==> src/rtl/rvs_pkg.sv <==
package rvs_pkg;
  typedef enum logic [1:0] {
    CLS_INV       = 2'b00,
    CLS_HOME_FREE = 2'b01,
    CLS_REPLICA   = 2'b10,
    CLS_NONE      = 2'b11
  } rvs_cls_e;
endpackage

==> src/rtl/rvs_lfsr.sv <==
module rvs_lfsr #(
  parameter int              W     = 16,
  parameter int              OUT_W = 4,
  parameter logic [W-1:0]    TAPS  = 16'hB400,
  parameter logic [W-1:0]    SEED  = 16'h1ACE
) (
  input  logic             clk_i,
  input  logic             rst_ni,
  output logic [OUT_W-1:0] rnd_o
);
  logic [W-1:0] state_q;

  // Galois form, free running
  always_ff @(posedge clk_i or negedge rst_ni) begin
    if (!rst_ni) state_q <= SEED;
    else         state_q <= {1'b0, state_q[W-1:1]} ^ (state_q[0] ? TAPS : '0);
  end

  assign rnd_o = state_q[OUT_W-1:0];

  AST_LFSR_NONZERO: assert property (@(posedge clk_i) disable iff (!rst_ni)
    state_q != '0);
endmodule

==> src/rtl/rvs_way_classify.sv <==
module rvs_way_classify #(
  parameter int WAYS = 16
) (
  input  logic [WAYS-1:0] valid_i,
  input  logic [WAYS-1:0] replica_i,
  input  logic [WAYS-1:0] shared_i,
  output logic [WAYS-1:0] inv_m_o,
  output logic [WAYS-1:0] free_m_o,
  output logic [WAYS-1:0] rep_m_o,
  output logic [WAYS-1:0] prot_m_o
);
  for (genvar g = 0; g < WAYS; g++) begin : g_way
    assign inv_m_o[g]  = ~valid_i[g];
    assign free_m_o[g] = valid_i[g] & ~replica_i[g] & ~shared_i[g];
    assign rep_m_o[g]  = valid_i[g] &  replica_i[g];
    assign prot_m_o[g] = valid_i[g] & ~replica_i[g] &  shared_i[g];
  end
endmodule

==> src/rtl/rvs_rot_pick.sv <==
module rvs_rot_pick #(
  parameter int WAYS  = 16,
  parameter int IDX_W = (WAYS > 1) ? $clog2(WAYS) : 1
) (
  input  logic [WAYS-1:0]  mask_i,
  input  logic [IDX_W-1:0] start_i,
  output logic [WAYS-1:0]  pick_o,
  output logic [IDX_W-1:0] idx_o,
  output logic             any_o
);
  logic [IDX_W-1:0] pos;
  logic             found;

  // first set bit at or after start_i, wrapping (WAYS is a power of two)
  always_comb begin
    pick_o = '0;
    idx_o  = '0;
    found  = 1'b0;
    pos    = '0;
    for (int i = 0; i < WAYS; i++) begin
      pos = start_i + IDX_W'(i);
      if (!found && mask_i[pos]) begin
        found       = 1'b1;
        pick_o[pos] = 1'b1;
        idx_o       = pos;
      end
    end
  end

  assign any_o = found;
endmodule

==> src/rtl/rvs_replica_sel.sv <==
module rvs_replica_sel
  import rvs_pkg::*;
#(
  parameter int              WAYS      = 16,
  parameter int              ADDR_W    = 32,
  parameter int              TILE_W    = 3,
  parameter int              HOME_LSB  = 6,
  parameter int              LFSR_W    = 16,
  parameter logic [LFSR_W-1:0] LFSR_TAPS = 16'hB400,
  parameter logic [LFSR_W-1:0] LFSR_SEED = 16'h1ACE
) (
  input  logic                   clk_i,
  input  logic                   rst_ni,
  input  logic                   evict_valid_i,
  input  logic                   evict_capacity_i,
  input  logic [ADDR_W-1:0]      evict_addr_i,
  input  logic [TILE_W-1:0]      tile_id_i,
  input  logic [WAYS-1:0]        way_valid_i,
  input  logic [WAYS-1:0]        way_replica_i,
  input  logic [WAYS-1:0]        way_shared_i,
  input  logic [WAYS*ADDR_W-1:0] way_addr_i,
  output logic                   dec_valid_o,
  output logic                   alloc_o,
  output logic [WAYS-1:0]        way_sel_o,
  output logic [1:0]             way_class_o,
  output logic                   replica_over_o,
  output logic                   displace_valid_o,
  output logic [ADDR_W-1:0]      displace_addr_o
);
  localparam int IDX_W = (WAYS > 1) ? $clog2(WAYS) : 1;

  logic [WAYS-1:0]   inv_m, free_m, rep_m, prot_m;
  logic [WAYS-1:0]   cand_m, pick;
  logic [IDX_W-1:0]  start_idx, pick_idx;
  logic              pick_any;
  logic [TILE_W-1:0] home_tile;
  logic              want;
  logic              alloc_d;
  rvs_cls_e          cls_d;
  logic              unused_addr;

  rvs_lfsr #(
    .W(LFSR_W), .OUT_W(IDX_W), .TAPS(LFSR_TAPS), .SEED(LFSR_SEED)
  ) u_lfsr (
    .clk_i (clk_i),
    .rst_ni(rst_ni),
    .rnd_o (start_idx)
  );

  rvs_way_classify #(.WAYS(WAYS)) u_cls (
    .valid_i  (way_valid_i),
    .replica_i(way_replica_i),
    .shared_i (way_shared_i),
    .inv_m_o  (inv_m),
    .free_m_o (free_m),
    .rep_m_o  (rep_m),
    .prot_m_o (prot_m)
  );

  assign home_tile   = evict_addr_i[HOME_LSB +: TILE_W];
  assign want        = evict_valid_i & evict_capacity_i & (home_tile != tile_id_i);
  assign unused_addr = ^evict_addr_i;

  // strict class priority; shared home lines never enter the candidate set
  always_comb begin
    if (|inv_m)       begin cls_d = CLS_INV;       cand_m = inv_m;  end
    else if (|free_m) begin cls_d = CLS_HOME_FREE; cand_m = free_m; end
    else if (|rep_m)  begin cls_d = CLS_REPLICA;   cand_m = rep_m;  end
    else              begin cls_d = CLS_NONE;      cand_m = '0;     end
  end

  rvs_rot_pick #(.WAYS(WAYS), .IDX_W(IDX_W)) u_pick (
    .mask_i (cand_m),
    .start_i(start_idx),
    .pick_o (pick),
    .idx_o  (pick_idx),
    .any_o  (pick_any)
  );

  assign alloc_d = want & pick_any;

  always_ff @(posedge clk_i or negedge rst_ni) begin
    if (!rst_ni) begin
      dec_valid_o      <= 1'b0;
      alloc_o          <= 1'b0;
      way_sel_o        <= '0;
      way_class_o      <= CLS_NONE;
      replica_over_o   <= 1'b0;
      displace_valid_o <= 1'b0;
      displace_addr_o  <= '0;
    end else begin
      dec_valid_o      <= evict_valid_i;
      alloc_o          <= alloc_d;
      way_sel_o        <= alloc_d ? pick : '0;
      way_class_o      <= alloc_d ? cls_d : CLS_NONE;
      replica_over_o   <= alloc_d && (cls_d == CLS_REPLICA);
      displace_valid_o <= alloc_d && (cls_d != CLS_INV);
      displace_addr_o  <= (alloc_d && (cls_d != CLS_INV)) ?
                          way_addr_i[pick_idx*ADDR_W +: ADDR_W] : '0;
    end
  end

  AST_DEC_LATENCY: assert property (@(posedge clk_i) disable iff (!rst_ni)
    evict_valid_i |=> dec_valid_o);
  AST_DEC_IDLE: assert property (@(posedge clk_i) disable iff (!rst_ni)
    !evict_valid_i |=> !dec_valid_o);
  AST_NONCAP_SKIP: assert property (@(posedge clk_i) disable iff (!rst_ni)
    evict_valid_i && !evict_capacity_i |=> !alloc_o);
  AST_LOCAL_HOME_SKIP: assert property (@(posedge clk_i) disable iff (!rst_ni)
    evict_valid_i && (evict_addr_i[HOME_LSB +: TILE_W] == tile_id_i) |=> !alloc_o);
  AST_INVALID_FIRST: assert property (@(posedge clk_i) disable iff (!rst_ni)
    want && (way_valid_i != '1) |=> alloc_o && (way_class_o == 2'b00));
  AST_OVER_IS_REPLICA: assert property (@(posedge clk_i) disable iff (!rst_ni)
    replica_over_o |-> alloc_o && (way_class_o == 2'b10));
  AST_PROTECTED_SAFE: assert property (@(posedge clk_i) disable iff (!rst_ni)
    evict_valid_i |=> ((way_sel_o & $past(prot_m)) == '0));
  AST_SEL_ONEHOT: assert property (@(posedge clk_i) disable iff (!rst_ni)
    alloc_o |-> $onehot(way_sel_o));
  AST_SEL_IDLE: assert property (@(posedge clk_i) disable iff (!rst_ni)
    !alloc_o |-> (way_sel_o == '0));
  AST_DISPLACE_CLASS: assert property (@(posedge clk_i) disable iff (!rst_ni)
    displace_valid_o |-> alloc_o && (way_class_o != 2'b00));
endmodule

==> config.mk <==
export PLATFORM = sky130hd
export DESIGN_NAME = rvs_replica_sel
export DESIGN_NICKNAME = d
export VERILOG_FILES = /design/src/rtl/rvs_pkg.sv /design/src/rtl/rvs_lfsr.sv /design/src/rtl/rvs_way_classify.sv /design/src/rtl/rvs_rot_pick.sv /design/src/rtl/rvs_replica_sel.sv
export SDC_FILE = /design/constraint.sdc
export NUM_CORES = 1
export LEC_CHECK = 0
export BUFFER_PORTS_ARGS = -buffer_cell sky130_fd_sc_hd__buf_2
export CAP_MARGIN = 25
export CELL_PAD_IN_SITES_DETAIL_PLACEMENT = 0
export CELL_PAD_IN_SITES_GLOBAL_PLACEMENT = 1
export CORE_AREA = 4 4 250 252
export CTS_BUF_LIST = sky130_fd_sc_hd__clkbuf_16
export DETAILED_ROUTE_END_ITERATION = 8
export DIE_AREA = 0 0 254 256
export GPL_ROUTABILITY_DRIVEN = 0
export PLACE_DENSITY = 0.58
export SETUP_SLACK_MARGIN = 0.1
export SLEW_MARGIN = 0
export SYNTH_ARGS = -nofsm -noshare
export SYNTH_HDL_FRONTEND = slang
export SYNTH_HIERARCHICAL = 1
export SYNTH_SLANG_ARGS = --single-unit
==> constraint.sdc <==
create_clock -name clk_i -period 7.75 [get_ports clk_i]
set_clock_uncertainty 0.15 [all_clocks]
set_input_delay 1.1625 -clock clk_i [delete_from_list [all_inputs] [get_ports clk_i]]
set_output_delay 1.1625 -clock clk_i [all_outputs]
set_load 0.02 [all_outputs]
======== Word-level counts from Yosys, hierarchy flattened ========
Cells that the tools add are included.
cells by class
  reduce and logical (&&, ||, !) cells .... 52
  bitwise gates (word level) .............. 115
  equal/unequal tests ..................... 2
  magnitude comparators ................... 32
  add/sub/neg operators ................... 15
  shift-type cells ........................ 1
  muxes and demuxes ....................... 122
operator list
  operator               number
  $shiftx A512 B10 Y32   1
  $mux W16               21
  $or A16 B16 Y16        15
  $lt A4 B5 Y1 const B   16
  $bmux W1 S4            16
  $demux W1 S4           16
  $ge A4 B1 Y1 const B   16
  $mux W4                16
  $and A1 B1 Y1          51
  $mux W1                49
  $not A1 Y1             48
  $reduce_or A16 Y1      3
  $logic_and A1 B1 Y1    33
  $add A4 B4 Y4 const B  8
  $mux W32               1
  $add A4 B3 Y4 const B  4
  $xor A15 B16 Y16       1
  $logic_not A1 Y1       15
  $add A4 B2 Y4 const B  2
  $mux W2                3
  $add A4 B1 Y4 const B  1
  $ne A3 B3 Y1           1
  $eq A2 B2 Y1 const B   1
  $reduce_bool A2 Y1     1
word-level totals
  logic and storage cells ................. 347
  register bits after elaboration ......... 70
  bits of input ports ..................... 599
  output and inout port bits .............. 54

======== Logic depth before layout (Yosys ltp) ========
  depth after elaboration ................. 57
  gate-level depth with buffers ........... 26
  gate-level depth less buffers ........... 18

======== Modules after synthesis ========
Netlist, hierarchy kept.
modules (own cells, without submodules)
  module            cells each  times used  seq. area each (µm²)  area an instance (µm²)
  rvs_replica_sel   455         1           1353.8                6134.6
  rvs_rot_pick      647         1           0.0                   4451.8
  rvs_way_classify  64          1           0.0                   501.7
  rvs_lfsr          23          1           410.4                 466.7

======== Worst setup path after synthesis ========
OpenSTA, ideal clock, no wires.
  path type ............................... input -> register
  start point ............................. in way_valid_i[11]
  end point ............................... reg displace_addr_o[21]
  stages .................................. 21
  required time ........................... 7454 ps
  setup slack ............................. 1237 ps
  arrival ................................. 6217 ps
  setup time .............................. 146 ps
  path buffers ............................ 5
  cells stage by stage .................... and2_2 > nor4_1 > a41o_1 > clkbuf_1 > o21ai_0 > mux2_1 > mux4_2 > mux2_4 > nand4b_4 > nor4_2 > and3_1 > clkbuf_1 > buf_2 > nor4_1 > a31oi_1 > buf_6 > buf_6 > mux4_2 > nor2b_1 > a211oi_1 > a211oi_1
between the ends
  elaborated cells between the ends (all ways) .. 112
  classes of those cells .................. shift (1); mux (71); bitwise (5); reduce/logical (35)
RTL lines
  what                                                       RTL line                                        RTL
  from (decl)                                                rvs_replica_sel.sv:18                           input logic [WAYS-1:0] way_valid_i,
  $and A1 B1 Y1 (on tied branches)                           rvs_way_classify.sv:15, rvs_way_classify.sv:14
  $reduce_or A16 Y1 / $and A1 B1 Y1 (equally long branches)  rvs_replica_sel.sv:68, rvs_way_classify.sv:14
  $mux W16 / $reduce_or A16 Y1 (equally long branches)       rvs_replica_sel.sv:68, rvs_replica_sel.sv:67
  $mux W16                                                   rvs_replica_sel.sv:67                           else if (|free_m) begin cls_d = CLS_HOME_FREE; cand_m = free_m; end
  $mux W16 (*)                                               rvs_replica_sel.sv:66                           if (|inv_m) begin cls_d = CLS_INV; cand_m = inv_m; end
  named net cand_m[12]                                       rvs_replica_sel.sv:33                           logic [WAYS-1:0] cand_m, pick;
  $bmux W1 S4                                                rvs_rot_pick.sv:22                              if (!found && mask_i[pos]) begin
  $mux W1 (implied by the code)                              rvs_rot_pick.sv:22
  (+41 left out)                                             -
  $logic_and A1 B1 Y1                                        rvs_rot_pick.sv:22
  $mux W1                                                    rvs_rot_pick.sv:22
  $logic_not A1 Y1                                           rvs_rot_pick.sv:22
  $logic_and A1 B1 Y1                                        rvs_rot_pick.sv:22
  $mux W4 (*)                                                rvs_rot_pick.sv:22
  named net pick_idx[0]                                      rvs_replica_sel.sv:34                           logic [IDX_W-1:0] start_idx, pick_idx;
  $shiftx A512 B10 Y32 (*)                                   rvs_replica_sel.sv:99                           way_addr_i[pick_idx*ADDR_W +: ADDR_W] : '0;
  $mux W32 (*)                                               rvs_replica_sel.sv:98                           displace_addr_o <= (alloc_d && (cls_d != CLS_INV)) ?
  to (signal assigned)                                       rvs_replica_sel.sv:98
  to (decl)                                                  rvs_replica_sel.sv:28                           output logic [ADDR_W-1:0] displace_addr_o
Mark *: on every way through the listed nets, which the timed path passes. The rest lies on a longest branch. The select of a mux whose other input is x is not followed.

======== Final worst setup path ========
  start point ............................. in way_replica_i[9]
  end point ............................... reg displace_addr_o[15]
between the ends
  elaborated cells between the ends (all ways) .. 111
  classes of those cells .................. shift (1); mux (71); bitwise (5); reduce/logical (34)
RTL lines
  what                      RTL line                RTL
  from (decl)               rvs_replica_sel.sv:19   input logic [WAYS-1:0] way_replica_i,
  $and A1 B1 Y1 (*)         rvs_way_classify.sv:15  assign rep_m_o[g] = valid_i[g] & replica_i[g];
  named net rep_m[9]        rvs_replica_sel.sv:32   logic [WAYS-1:0] inv_m, free_m, rep_m, prot_m;
  $reduce_or A16 Y1 (*)     rvs_replica_sel.sv:68   else if (|rep_m) begin cls_d = CLS_REPLICA; cand_m = rep_m; end
  $mux W16 (*)              rvs_replica_sel.sv:68
  $mux W16 (*)              rvs_replica_sel.sv:67
  $mux W16 (*)              rvs_replica_sel.sv:66
  named net cand_m[13]      rvs_replica_sel.sv:33
  $bmux W1 S4               rvs_rot_pick.sv:22
  (+42 left out)            -
  $logic_and A1 B1 Y1       rvs_rot_pick.sv:22
  $mux W1                   rvs_rot_pick.sv:22
  $logic_not A1 Y1          rvs_rot_pick.sv:22
  $logic_and A1 B1 Y1       rvs_rot_pick.sv:22
  $mux W4 (*)               rvs_rot_pick.sv:22
  named net pick_idx[1]     rvs_replica_sel.sv:34
  $shiftx A512 B10 Y32 (*)  rvs_replica_sel.sv:99
  $mux W32 (*)              rvs_replica_sel.sv:98
Marks and branches as above.

==> impl_metrics.toml <==
[cts]
tritoncts.num_buffers = 9
cts_tree = "built"
cts_buffer_depth = 2
cts.clk_slew.worst_paths_ns = 0.08
post_cts_buffers = 0
ctsResizeCount = 0
hold_buffers = 0
clk-insertion-delay-late_ns = 0.38
h-tree-depth = 3
clock-root-buffer = "clkbuf_16"
clock_sinks = 70

[outcome]
status = "completed"

[global_routing]
grt_use_total = 0.233
grt_overflow = 0
antenna_found_initial = 58
grt_start_max_net_pins = 53
first_global_vias = 14000
grt_pass1_wl_um = 108000

[power]
intPower_uw = 908
seqPwrFrac = 0.266
p_clk_frac = 0.307
p_sw_uw = 476
combPwrFrac = 0.427
p_per_area_mw_per_mm2 = 85.7
ir_drop_uv = 106
leakage_uw = 0.00684
switching_share = 0.344

[timing]
slew_viol_final = 0
worst_pin_slew_ns = 0.910
setup_slack_ns = 0.370
slew_headroom = 0.387
grt_setup_unrepaired = "no"
fmaxAchievable_mhz = 136
setup_tns_ns = 0
final.period_utilization = 0.952
min_period_ns = 7.38
hold_viol_final = 0
finalSetupViolCount = 0

[route]
vias = 14100
routed_wl_um = 79200
via_per_inst = 5.44
first_iter_violations = 1724
detail-route-antenna-nets = 0
drt-pass1-iter-count = 6
wl_per_cell_um = 30.5
drc = 0

[hold_path]
min_to = "u_lfsr/state_q[7]$_DFF_PN1_"
worst_hold_startpoint = "u_lfsr/state_q[8]$_DFF_PN0_"
hold_class = "flop to flop"
hold_depth = 0

[synthesis]
netlist_area_mm2 = 0.0114
yosysWarnings = 6
synthesis.nets = 1785
netlist_instances = 1173
syn_area_per_cell_um2 = 9.73

[setup_path]
critPathMaxFanout = 28
cp-start-kind = "input port"
end_kind = "flop"
arrival_ns = 7.46
critPathKind = "input port to flop"
critPathRequiredTime_ns = 7.83
r2r_setup_slack_ns = 1.30
r2r-end = "displace_addr_o[15]$_DFF_PN0_"
worstRegToRegCells = 17
r2r_start = "u_lfsr/state_q[1]$_DFF_PN1_"

[floorplan]
dieArea_mm2 = 0.0650
start_util = 0.190
core_mm2 = 0.0601
rows = 90
dieWidth_um = 254
die_h_um = 256
pin_count = 653

[finish]
fill_cells = 6562
syn_to_final_growth_pct = 41.4
final_nets = 2397
drive_above_1_share = 0.535

[placed_design]
place.port_buffers = 623
hpwlAfterDp_um = 68400
dp_slack_ns = 0.159

[run]
max-cap-violations = 0
[sequential cells by signal (all words and copies together) (netlist names)]
register and count:
u_lfsr/state_q 16, dec_valid_o 1, replica_over_o 1, displace_addr_o 32
way_class_o 2, displace_valid_o 1, alloc_o 1, way_sel_o 16
[layout make-up]
type / count / area [um2] / share of cell area
sequential: 70 / 1760 / 0.109
inverter: 31 / 116 / 0.00721
tap: 782 / 978 / 0.0606
clock inverter: 7 / 51.3 / 0.00318
multi-input combinational: 963 / 8960 / 0.555
antenna: 27 / 67.6 / 0.00419
clock buffer: 9 / 225 / 0.0140
timing repair buffer: 710 / 3980 / 0.247
[placed cells by master, fill, tap and decap left out, types with 8 or more instances in the layout]
cell type	instances
inv_1	27
and2_1	38
nor3b_2	16
o21ai_0	36
diode_2	27
nand2_1	94
a31oi_1	11
o32ai_1	8
o22ai_1	13
a21oi_1	38
nor3_1	28
nand3_1	39
mux2i_1	55
and3_1	16
o211ai_1	11
nor2_1	70
nor4_1	25
buf_2	622
dfrtp_1	60
mux2_2	13
nand4_1	25
a32oi_1	11
ha_1	13
or3_1	9
buf_12	16
a22oi_1	10
dfstp_2	10
mux4_2	151
buf_4	71
clkbuf_16	9
nor2b_1	38
xnor2_1	11
a211oi_1	67
a211oi_2	10
[worst max path at each step]
stage | from | end | slack (ns) | depth (start not counted)
after floorplan | way_valid_i[11] | displace_addr_o[21]$_DFF_PN0_ | 1.24 | 21
after global placement | way_replica_i[3] | displace_addr_o[2]$_DFF_PN0_ | 0.20 | 20
after detailed placement | way_replica_i[8] | displace_addr_o[2]$_DFF_PN0_ | 0.16 | 20
after CTS | way_replica_i[3] | displace_addr_o[2]$_DFF_PN0_ | 0.55 | 20
after global routing | way_replica_i[3] | displace_addr_o[2]$_DFF_PN0_ | 0.17 | 20
final | way_replica_i[9] | displace_addr_o[15]$_DFF_PN0_ | 0.37 | 20
[metal layers]
| layer | share of wire | track usage | wire (um) | vias to the layer above |
|---|---|---|---|---|
| li1 | - | - | - | 5965 |
| met1 | 0.39 | 0.290 | 30500 | 7059 |
| met2 | 0.49 | 0.393 | 38500 | 945 |
| met3 | 0.081 | 0.0507 | 6420 | 155 |
| met4 | 0.047 | 0.0856 | 3760 | 2 |
| met5 | 0.00023 | 0 | 18 | - |
[metrics by stage]
stage | hold slack, ns | instances | power (uW) | area (um2) | utilization
floorplan | 0.181 | 1173 | 676 | 11400 | -
global placement | 0.188 | 2555 | 960 | 15800 | 0.262
detailed placement | 0.188 | 2555 | 965 | 15800 | 0.262
CTS | 0.210 | 2571 | 1410 | 16100 | 0.267
global route | 0.204 | 2585 | 1460 | 16100 | 0.268
finish | 0.203 | 2599 | 1380 | 16100 | 0.268
[power by group through the flow]
stage / clock [uW] / sequential (uW) / combinational [uW]
2_1_floorplan: 0 / 378 / 299
4_1_cts: 449 / 368 / 593
6_report: 424 / 368 / 591
3_5_place_dp: 0 / 375 / 590
3_3_place_gp: 0 / 375 / 585
5_1_grt: 456 / 368 / 632
[worst max-delay path, cell delays in order]
cell and delay [ns]:
buf_2 0.11, and2_1 0.17, nor4_1 0.38, a41o_1 0.54
o21ai_0 0.46, mux4_2 0.65, mux2i_1 0.33, mux2_2 0.27
nand3_1 0.23, or4_4 0.63, nor3_2 0.63, nor4_1 0.20
buf_4 0.19, a21oi_4 0.25, buf_12 0.24, buf_12 0.20
mux4_2 0.30, nor2b_1 0.14, a211oi_1 0.26, a211oi_1 0.09
(Power assumes the default switching activity.)
